<file path="src/rtl/abd_pkg.sv">
package abd_pkg;

  typedef enum logic [2:0] {
    S_ARM,
    S_IDLE,
    S_LOW,
    S_DIV,
    S_EVAL,
    S_LOCK
  } abdState_e;

  // strobes from control to datapath
  typedef struct packed {
    logic cntClear;
    logic cntInc;
    logic divStart;
    logic saveRef;
    logic loadDiv;
    logic clearDiv;
  } abdStrobe_t;

  // datapath conditions seen by control
  typedef struct packed {
    logic rxLow;
    logic cntFull;
    logic tooShort;
    logic divDone;
    logic agree;
  } abdStatus_t;

endpackage

</file>
<file path="src/rtl/abd_datapath.sv">
module abd_datapath
  import abd_pkg::*;
#(
  parameter int CNT_W        = 20,
  parameter int MIN_BIT_CLKS = 9,
  parameter int SYNC_STAGES  = 2
) (
  input  logic               clk,
  input  logic               rst,
  input  logic               rxIn,
  input  abdStrobe_t         strb,
  output abdStatus_t         stat,
  output logic [CNT_W-4:0]   divisorQ
);

  localparam int DIV_W   = CNT_W - 3;
  localparam int DVD_W   = CNT_W + 1;
  localparam int BC_W    = $clog2(DVD_W + 1);
  localparam int MIN_LOW = 9 * MIN_BIT_CLKS;
  localparam int PW      = DVD_W + 4;

  // input synchronizer, idle level high
  logic [SYNC_STAGES-1:0] syncQ;
  always_ff @(posedge clk) begin
    if (rst) syncQ <= '1;
    else     syncQ <= {syncQ[SYNC_STAGES-2:0], rxIn};
  end
  wire rxLow = !syncQ[SYNC_STAGES-1];

  // saturating low-period counter
  logic [CNT_W-1:0] lowCnt;
  wire cntFull = &lowCnt;
  always_ff @(posedge clk) begin
    if (rst)                          lowCnt <= '0;
    else if (strb.cntClear)           lowCnt <= '0;
    else if (strb.cntInc && !cntFull) lowCnt <= lowCnt + CNT_W'(1);
  end

  // restoring divide of (count + 4) by nine, one quotient bit per cycle
  logic [DVD_W-1:0] dvdReg, shReg;
  logic [DIV_W-1:0] quotReg;
  logic [3:0]       remReg;
  logic [BC_W-1:0]  bitCnt;
  logic             divBusy, divDone;
  logic [4:0]       trial;
  assign trial = {remReg, shReg[DVD_W-1]};

  always_ff @(posedge clk) begin
    if (rst) begin
      dvdReg  <= '0;
      shReg   <= '0;
      quotReg <= '0;
      remReg  <= '0;
      bitCnt  <= '0;
      divBusy <= 1'b0;
      divDone <= 1'b0;
    end else begin
      divDone <= 1'b0;
      if (strb.divStart) begin
        dvdReg  <= {1'b0, lowCnt} + DVD_W'(4);
        shReg   <= {1'b0, lowCnt} + DVD_W'(4);
        quotReg <= '0;
        remReg  <= '0;
        bitCnt  <= BC_W'(DVD_W);
        divBusy <= 1'b1;
      end else if (divBusy) begin
        if (trial >= 5'd9) begin
          remReg  <= 4'(trial - 5'd9);
          quotReg <= {quotReg[DIV_W-2:0], 1'b1};
        end else begin
          remReg  <= trial[3:0];
          quotReg <= {quotReg[DIV_W-2:0], 1'b0};
        end
        shReg  <= {shReg[DVD_W-2:0], 1'b0};
        bitCnt <= bitCnt - BC_W'(1);
        if (bitCnt == BC_W'(1)) begin
          divBusy <= 1'b0;
          divDone <= 1'b1;
        end
      end
    end
  end

  // reference candidate and agreement window
  logic [DIV_W-1:0] refQ, qDiff;
  always_ff @(posedge clk) begin
    if (rst)               refQ <= '0;
    else if (strb.saveRef) refQ <= quotReg;
  end
  assign qDiff = (quotReg >= refQ) ? (quotReg - refQ) : (refQ - quotReg);

  // divisor register
  always_ff @(posedge clk) begin
    if (rst)                divisorQ <= '0;
    else if (strb.clearDiv) divisorQ <= '0;
    else if (strb.loadDiv)  divisorQ <= quotReg - DIV_W'(1);
  end

  assign stat.rxLow    = rxLow;
  assign stat.cntFull  = cntFull;
  assign stat.tooShort = lowCnt < CNT_W'(MIN_LOW);
  assign stat.divDone  = divDone;
  assign stat.agree    = qDiff <= DIV_W'(1);

  // quotient is the true floor of the latched dividend over nine
  logic [PW-1:0] qTimes9;
  assign qTimes9 = PW'(quotReg) * PW'(9);
  p_quot_floor_r1: assert property (@(posedge clk) disable iff (rst)
    divDone |-> (qTimes9 <= PW'(dvdReg)) && (PW'(dvdReg) < qTimes9 + PW'(9)));

  // the counter saturates rather than wrapping
  p_cnt_saturate_r5: assert property (@(posedge clk) disable iff (rst)
    (cntFull && strb.cntInc && !strb.cntClear) |=> cntFull);

endmodule

</file>
<file path="src/rtl/abd_ctrl.sv">
module abd_ctrl
  import abd_pkg::*;
(
  input  logic       clk,
  input  logic       rst,
  input  logic       enable,
  input  abdStatus_t stat,
  output abdStrobe_t strb,
  output logic       lockOut,
  output logic       errOut
);

  abdState_e state, stateNext;
  logic haveRef, badMeas, goodMeas;

  always_comb begin
    strb      = '0;
    stateNext = state;
    badMeas   = 1'b0;
    goodMeas  = 1'b0;
    case (state)
      S_ARM: begin
        strb.cntClear = 1'b1;
        if (!stat.rxLow) stateNext = S_IDLE;
      end
      S_IDLE: begin
        if (stat.rxLow) begin
          strb.cntInc = 1'b1;
          stateNext   = S_LOW;
        end else begin
          strb.cntClear = 1'b1;
        end
      end
      S_LOW: begin
        if (stat.rxLow) begin
          if (stat.cntFull) begin
            badMeas   = 1'b1;
            stateNext = S_ARM;
          end else begin
            strb.cntInc = 1'b1;
          end
        end else if (stat.tooShort) begin
          badMeas   = 1'b1;
          stateNext = S_IDLE;
        end else begin
          strb.divStart = 1'b1;
          stateNext     = S_DIV;
        end
      end
      S_DIV: begin
        if (stat.divDone) stateNext = S_EVAL;
      end
      S_EVAL: begin
        goodMeas = 1'b1;
        if (haveRef && stat.agree) begin
          strb.loadDiv = 1'b1;
          stateNext    = S_LOCK;
        end else begin
          strb.saveRef = 1'b1;
          stateNext    = S_ARM;
        end
      end
      S_LOCK: stateNext = S_LOCK;
      default: stateNext = S_ARM;
    endcase
    if (!enable) begin
      strb          = '0;
      strb.cntClear = 1'b1;
      strb.clearDiv = 1'b1;
      stateNext     = S_ARM;
      badMeas       = 1'b0;
      goodMeas      = 1'b0;
    end
  end

  always_ff @(posedge clk) begin
    if (rst) begin
      state   <= S_ARM;
      haveRef <= 1'b0;
      lockOut <= 1'b0;
      errOut  <= 1'b0;
    end else begin
      state <= stateNext;
      if (!enable) begin
        haveRef <= 1'b0;
        lockOut <= 1'b0;
        errOut  <= 1'b0;
      end else begin
        if (badMeas) begin
          errOut  <= 1'b1;
          haveRef <= 1'b0;
        end
        if (goodMeas)     errOut  <= 1'b0;
        if (strb.saveRef) haveRef <= 1'b1;
        if (strb.loadDiv) lockOut <= 1'b1;
      end
    end
  end

  p_lock_on_agree_r2: assert property (@(posedge clk) disable iff (rst)
    $rose(lockOut) |-> $past(stat.agree && haveRef));

  p_err_from_low_r4: assert property (@(posedge clk) disable iff (rst)
    $rose(errOut) |-> $past(state == S_LOW));

  p_lock_holds_r8: assert property (@(posedge clk) disable iff (rst)
    (enable && $past(enable) && $past(lockOut)) |-> lockOut);

  p_disable_clears_r9: assert property (@(posedge clk) disable iff (rst)
    !enable |=> (!lockOut && !errOut));

endmodule

</file>
<file path="src/rtl/autobaud_detect.sv">
module autobaud_detect
  import abd_pkg::*;
#(
  parameter int CNT_W        = 20,
  parameter int MIN_BIT_CLKS = 9,
  parameter int SYNC_STAGES  = 2
) (
  input  logic             clk,
  input  logic             rst,
  input  logic             enable,
  input  logic             rxIn,
  output logic [CNT_W-4:0] divisorOut,
  output logic             lockOut,
  output logic             errOut
);

  abdStrobe_t strb;
  abdStatus_t stat;

  abd_ctrl u_ctrl (
    .clk     (clk),
    .rst     (rst),
    .enable  (enable),
    .stat    (stat),
    .strb    (strb),
    .lockOut (lockOut),
    .errOut  (errOut)
  );

  abd_datapath #(
    .CNT_W        (CNT_W),
    .MIN_BIT_CLKS (MIN_BIT_CLKS),
    .SYNC_STAGES  (SYNC_STAGES)
  ) u_dp (
    .clk      (clk),
    .rst      (rst),
    .rxIn     (rxIn),
    .strb     (strb),
    .stat     (stat),
    .divisorQ (divisorOut)
  );

  p_zero_unlocked_r7: assert property (@(posedge clk) disable iff (rst)
    !lockOut |-> (divisorOut == '0));

  p_div_stable_r8: assert property (@(posedge clk) disable iff (rst)
    (lockOut && $past(lockOut)) |-> $stable(divisorOut));

endmodule

</file>
<file path="config.mk">
export PLATFORM = sky130hd
export DESIGN_NAME = autobaud_detect
export DESIGN_NICKNAME = d
export VERILOG_FILES = /design/src/rtl/abd_pkg.sv /design/src/rtl/abd_datapath.sv /design/src/rtl/abd_ctrl.sv /design/src/rtl/autobaud_detect.sv
export SDC_FILE = /design/constraint.sdc
export NUM_CORES = 1
export LEC_CHECK = 0
export BUFFER_PORTS_ARGS = -buffer_cell sky130_fd_sc_hd__buf_2
export CAP_MARGIN = 20
export CORE_MARGIN = 2
export CORE_UTILIZATION = 40
export DETAILED_ROUTE_END_ITERATION = 8
export PLACE_DENSITY = 0.58
export SYNTH_ARGS = -nofsm -noshare
export SYNTH_HDL_FRONTEND = slang
export SYNTH_SLANG_ARGS = --single-unit
</file>
<file path="constraint.sdc">
create_clock -name clk -period 4.8 [get_ports clk]
set_input_delay 0.24 -clock clk [delete_from_list [all_inputs] [get_ports clk]]
set_output_delay 0.24 -clock clk [all_outputs]
set_load 0.01 [all_outputs]
</file>
==> results.yml <==
cells_and_area:
  register_area_um2: 2220
  layout.nets: 906
  layout-drive-gt1-share: 0.0939
  syn_to_final_growth_pct: 6.98
  nFillCells: 1829
  diodes: 0
  multi_input_area_um2: 4530
floorplan:
  dieWidth_um: 139
  num_io_pins: 23
  initial_utilization: 0.406
  rows: 49
  dieArea_um2: 19200
  die_h_um: 139
  coreArea_um2: 17800
sta:
  setup_slack_ns: 0.482
  slew-limit-headroom: 0.412
  fmax_ghz: 0.232
  hold_viol: 0
  tightest_slew_ns: 0.880
  period_needed_ns: 4.32
  rsz0062_at_grt: "false"
  slew_violations: 0
  setup_tns_ns: 0
  fin_crit_sh: 0.900
  finClkSkew_ns: 0.00858
  finalSetupViolCount: 0
pwr:
  p_int_mw: 1.34
  power_leakage_nw: 2.88
  p_seq_frac: 0.528
  powerDensity_nw_per_um2: 225
  ir_worst_vdd_mv: 0.174
  clkPwrFrac: 0.454
  switchingPower_uw: 403
  switching_share: 0.231
  p_comb_frac: 0.018
detailed_routing:
  num_vias: 6017
  drc: 0
  drt-initial-drc-count: 283
  first_pass_iters: 5
  routed_wl_mm: 17.5
  wl_per_cell_um: 16.0
  ant_nets: 0
  vias_per_cell: 5.51
cts:
  ctsHtreeMaxLevel: 3
  cts_hold_buf: 0
  postCtsResizedCells: 0
  numCtsBuffers: 9
  cts_root_buf: "clkbuf_16"
  path_clk_slew_ns: 0.08
  cts.sinks: 111
  clk_path_buf_depth: 2
  post_cts_buffers: 0
  cts_tree: "done"
  clkLatencyLatePin_ns: 0.36
synth:
  synth_top_area_share: 0.307
  syn_area_per_cell_um2: 8.29
  yosys_warnings: 0
  syn_inst: 874
  yosysUniqueCellTypes: 68
  synth_top_cell_by_area: "dfxtp_1"
  syn_nets: 922
  synth_edf_count: 0
  synth-async-reset-ratio: 0
  synth_ff_type: "dfxtp_1"
  ys_seq_area_frac: 0.307
  syn_area_um2: 7240
  synth_seq_cells: 111
  ys_top_cells_by_area: "dfxtp_1, mux2i_1, ha_1"
grt:
  antenna_found_initial: 1
  grt_max_degree: 47
  grt.total_usage: 0.183
  grt_pass1_wl_mm: 29.0
  overflow: 0
  grt_pass1_vias: 5761
placement:
  pre_cts_ws_ns: 0.565
  gp_congestion: 0.886
  place_hpwl_mm: 12.7
  port_buffers: 22
worst_setup_path:
  crit_fanout: 18
  startpoint_type: "flip-flop"
  criticalPathCategory: "flip-flop to flip-flop"
  end_kind: "flip-flop"
  r2r_setup_slack_ns: 0.48
  crit_arrival_ns: 4.61
  required_ns: 5.09
run:
  drv_cap: 0
status:
  outcome: "completed"
worst_hold_path:
  hold_class: "input pin to flip-flop"
## sequential cells by signal, indices dropped and copies added, names as in the netlist
signal and cells:
u_dp.shReg 21, u_dp.lowCnt 20, u_dp.divisorQ 17, u_dp.quotReg 17
u_dp.refQ 17, u_dp.bitCnt 5, u_dp.remReg 4, u_ctrl.state 3
u_dp.syncQ 2, u_ctrl.errOut 1, u_ctrl.haveRef 1, u_ctrl.lockOut 1
u_dp.divBusy 1, u_dp.divDone 1
## worst max-delay path: stages, from the launching register on
cell and delay [ns]:
dfxtp_1 0.45, ha_1 0.22, inv_1 0.06, fa_1 0.42
a21o_1 0.18, a21oi_1 0.26, o21ai_0 0.20, a211oi_1 0.56
xnor2_1 0.16, nor4b_1 0.31, o32a_1 0.21, nand4_1 0.19
buf_4 0.26, nor3b_4 0.21, buf_4 0.32, mux2i_1 0.23
## power groups by stage
stage	clock network, mW	logic, mW	registers, mW
floorplan	0	0.0233	0.943
global placement	0	0.0316	0.945
detailed placement	0	0.0314	0.945
CTS	0.819	0.0316	0.923
global route	0.857	0.0349	0.924
finish	0.793	0.0309	0.923
## cell usage in the layout, fill, tap and decap left out, types with 5 or more instances in the layout
cell type | Yosys | layout
o21a_1 | 6 | 6
and4_1 | 5 | 5
a21oi_1 | 43 | 43
o2111ai_1 | 18 | 18
nor2_1 | 89 | 89
ha_1 | 42 | 42
mux2i_1 | 58 | 58
o21ai_0 | 29 | 29
buf_4 | 1 | 11
nor2b_1 | 7 | 6
nand3_1 | 11 | 11
nor3_1 | 20 | 20
o31ai_2 | 10 | 11
a21o_1 | 10 | 10
and2_1 | 7 | 7
and3_1 | 5 | 5
nand4_1 | 14 | 14
xor2_1 | 22 | 22
xnor2_1 | 39 | 39
buf_2 | 15 | 22
dfxtp_1 | 111 | 110
nand2b_1 | 5 | 5
nand2_1 | 87 | 87
clkbuf_16 | 0 | 9
or3_1 | 8 | 8
o31ai_1 | 11 | 10
o21bai_1 | 6 | 6
inv_1 | 54 | 54
nor4_1 | 10 | 10
a211oi_1 | 31 | 31
## stage by stage
step | hold WS (ns) | instance area (µm²) | utilization | instances | power [mW]
6_report | 0.0556 | 7750 | 0.434 | 1092 | 1.75
5_1_grt | 0.0326 | 7750 | 0.434 | 1092 | 1.82
4_1_cts | 0.0407 | 7750 | 0.434 | 1092 | 1.77
3_5_place_dp | 0.404 | 7430 | 0.417 | 1076 | 0.976
3_3_place_gp | 0.396 | 7430 | 0.417 | 1076 | 0.977
2_1_floorplan | 0.344 | 7240 | - | 874 | 0.967
## logic make-up after synthesis
kind of cell | count (synthesis) | share of synthesized area
DFF | 111 | 0.307
and+or+nand+nor | 286 | 0.191
xor gates and xnor gates | 61 | 0.0738
adders and majority gates | 44 | 0.0781
muxes | 59 | 0.0817
AOI/OAI and AO/OA | 199 | 0.198
buffers and inverters | 114 | 0.0706
## area by class of cell
class	count	share of cell area
timing repair buffer	33	0.0249
tap	229	0.0370
sequential	111	0.287
clock buffer	9	0.0291
clock inverter	7	0.0115
multi-input combinational	649	0.585
inverter	54	0.0262
## synthesized netlist by cell type, drive strengths merged, types with 4 or more instances
cell	number
mux2i	58
o21a	6
nor3	20
clkbuf	31
a31oi	4
nand2	87
and4	5
a211oi	33
nor4b	6
o21ai	33
xnor2	39
a21oi	46
buf	29
nand3b	4
nor2b	7
xor2	22
inv	54
nand4	14
nor2	89
o21bai	6
o2111ai	18
dfxtp	111
and3	5
nand3	11
a21o	11
nor4	10
nand2b	5
or3	9
ha	42
o31ai	21
and2	7
## worst paths after layout
check             startpoint                to  depth (start not counted)
min                     rxIn     u_dp.syncQ[0]                          2
max reg2reg  u_dp.quotReg[0]  u_dp.divisorQ[0]                         15
max          u_dp.quotReg[0]  u_dp.divisorQ[0]                         15
min reg2reg    u_dp.syncQ[0]     u_dp.syncQ[1]                          1
## metal layers
| metal | share of wire | vias up | track usage |
|---|---|---|---|
| li1 | - | 3044 | - |
| met1 | 0.47 | 2842 | 0.232 |
| met2 | 0.47 | 99 | 0.310 |
| met3 | 0.037 | 30 | 0.0432 |
| met4 | 0.022 | 2 | 0.0532 |
| met5 | 0.00074 | - | 0 |
(Power assumes the default switching activity.)
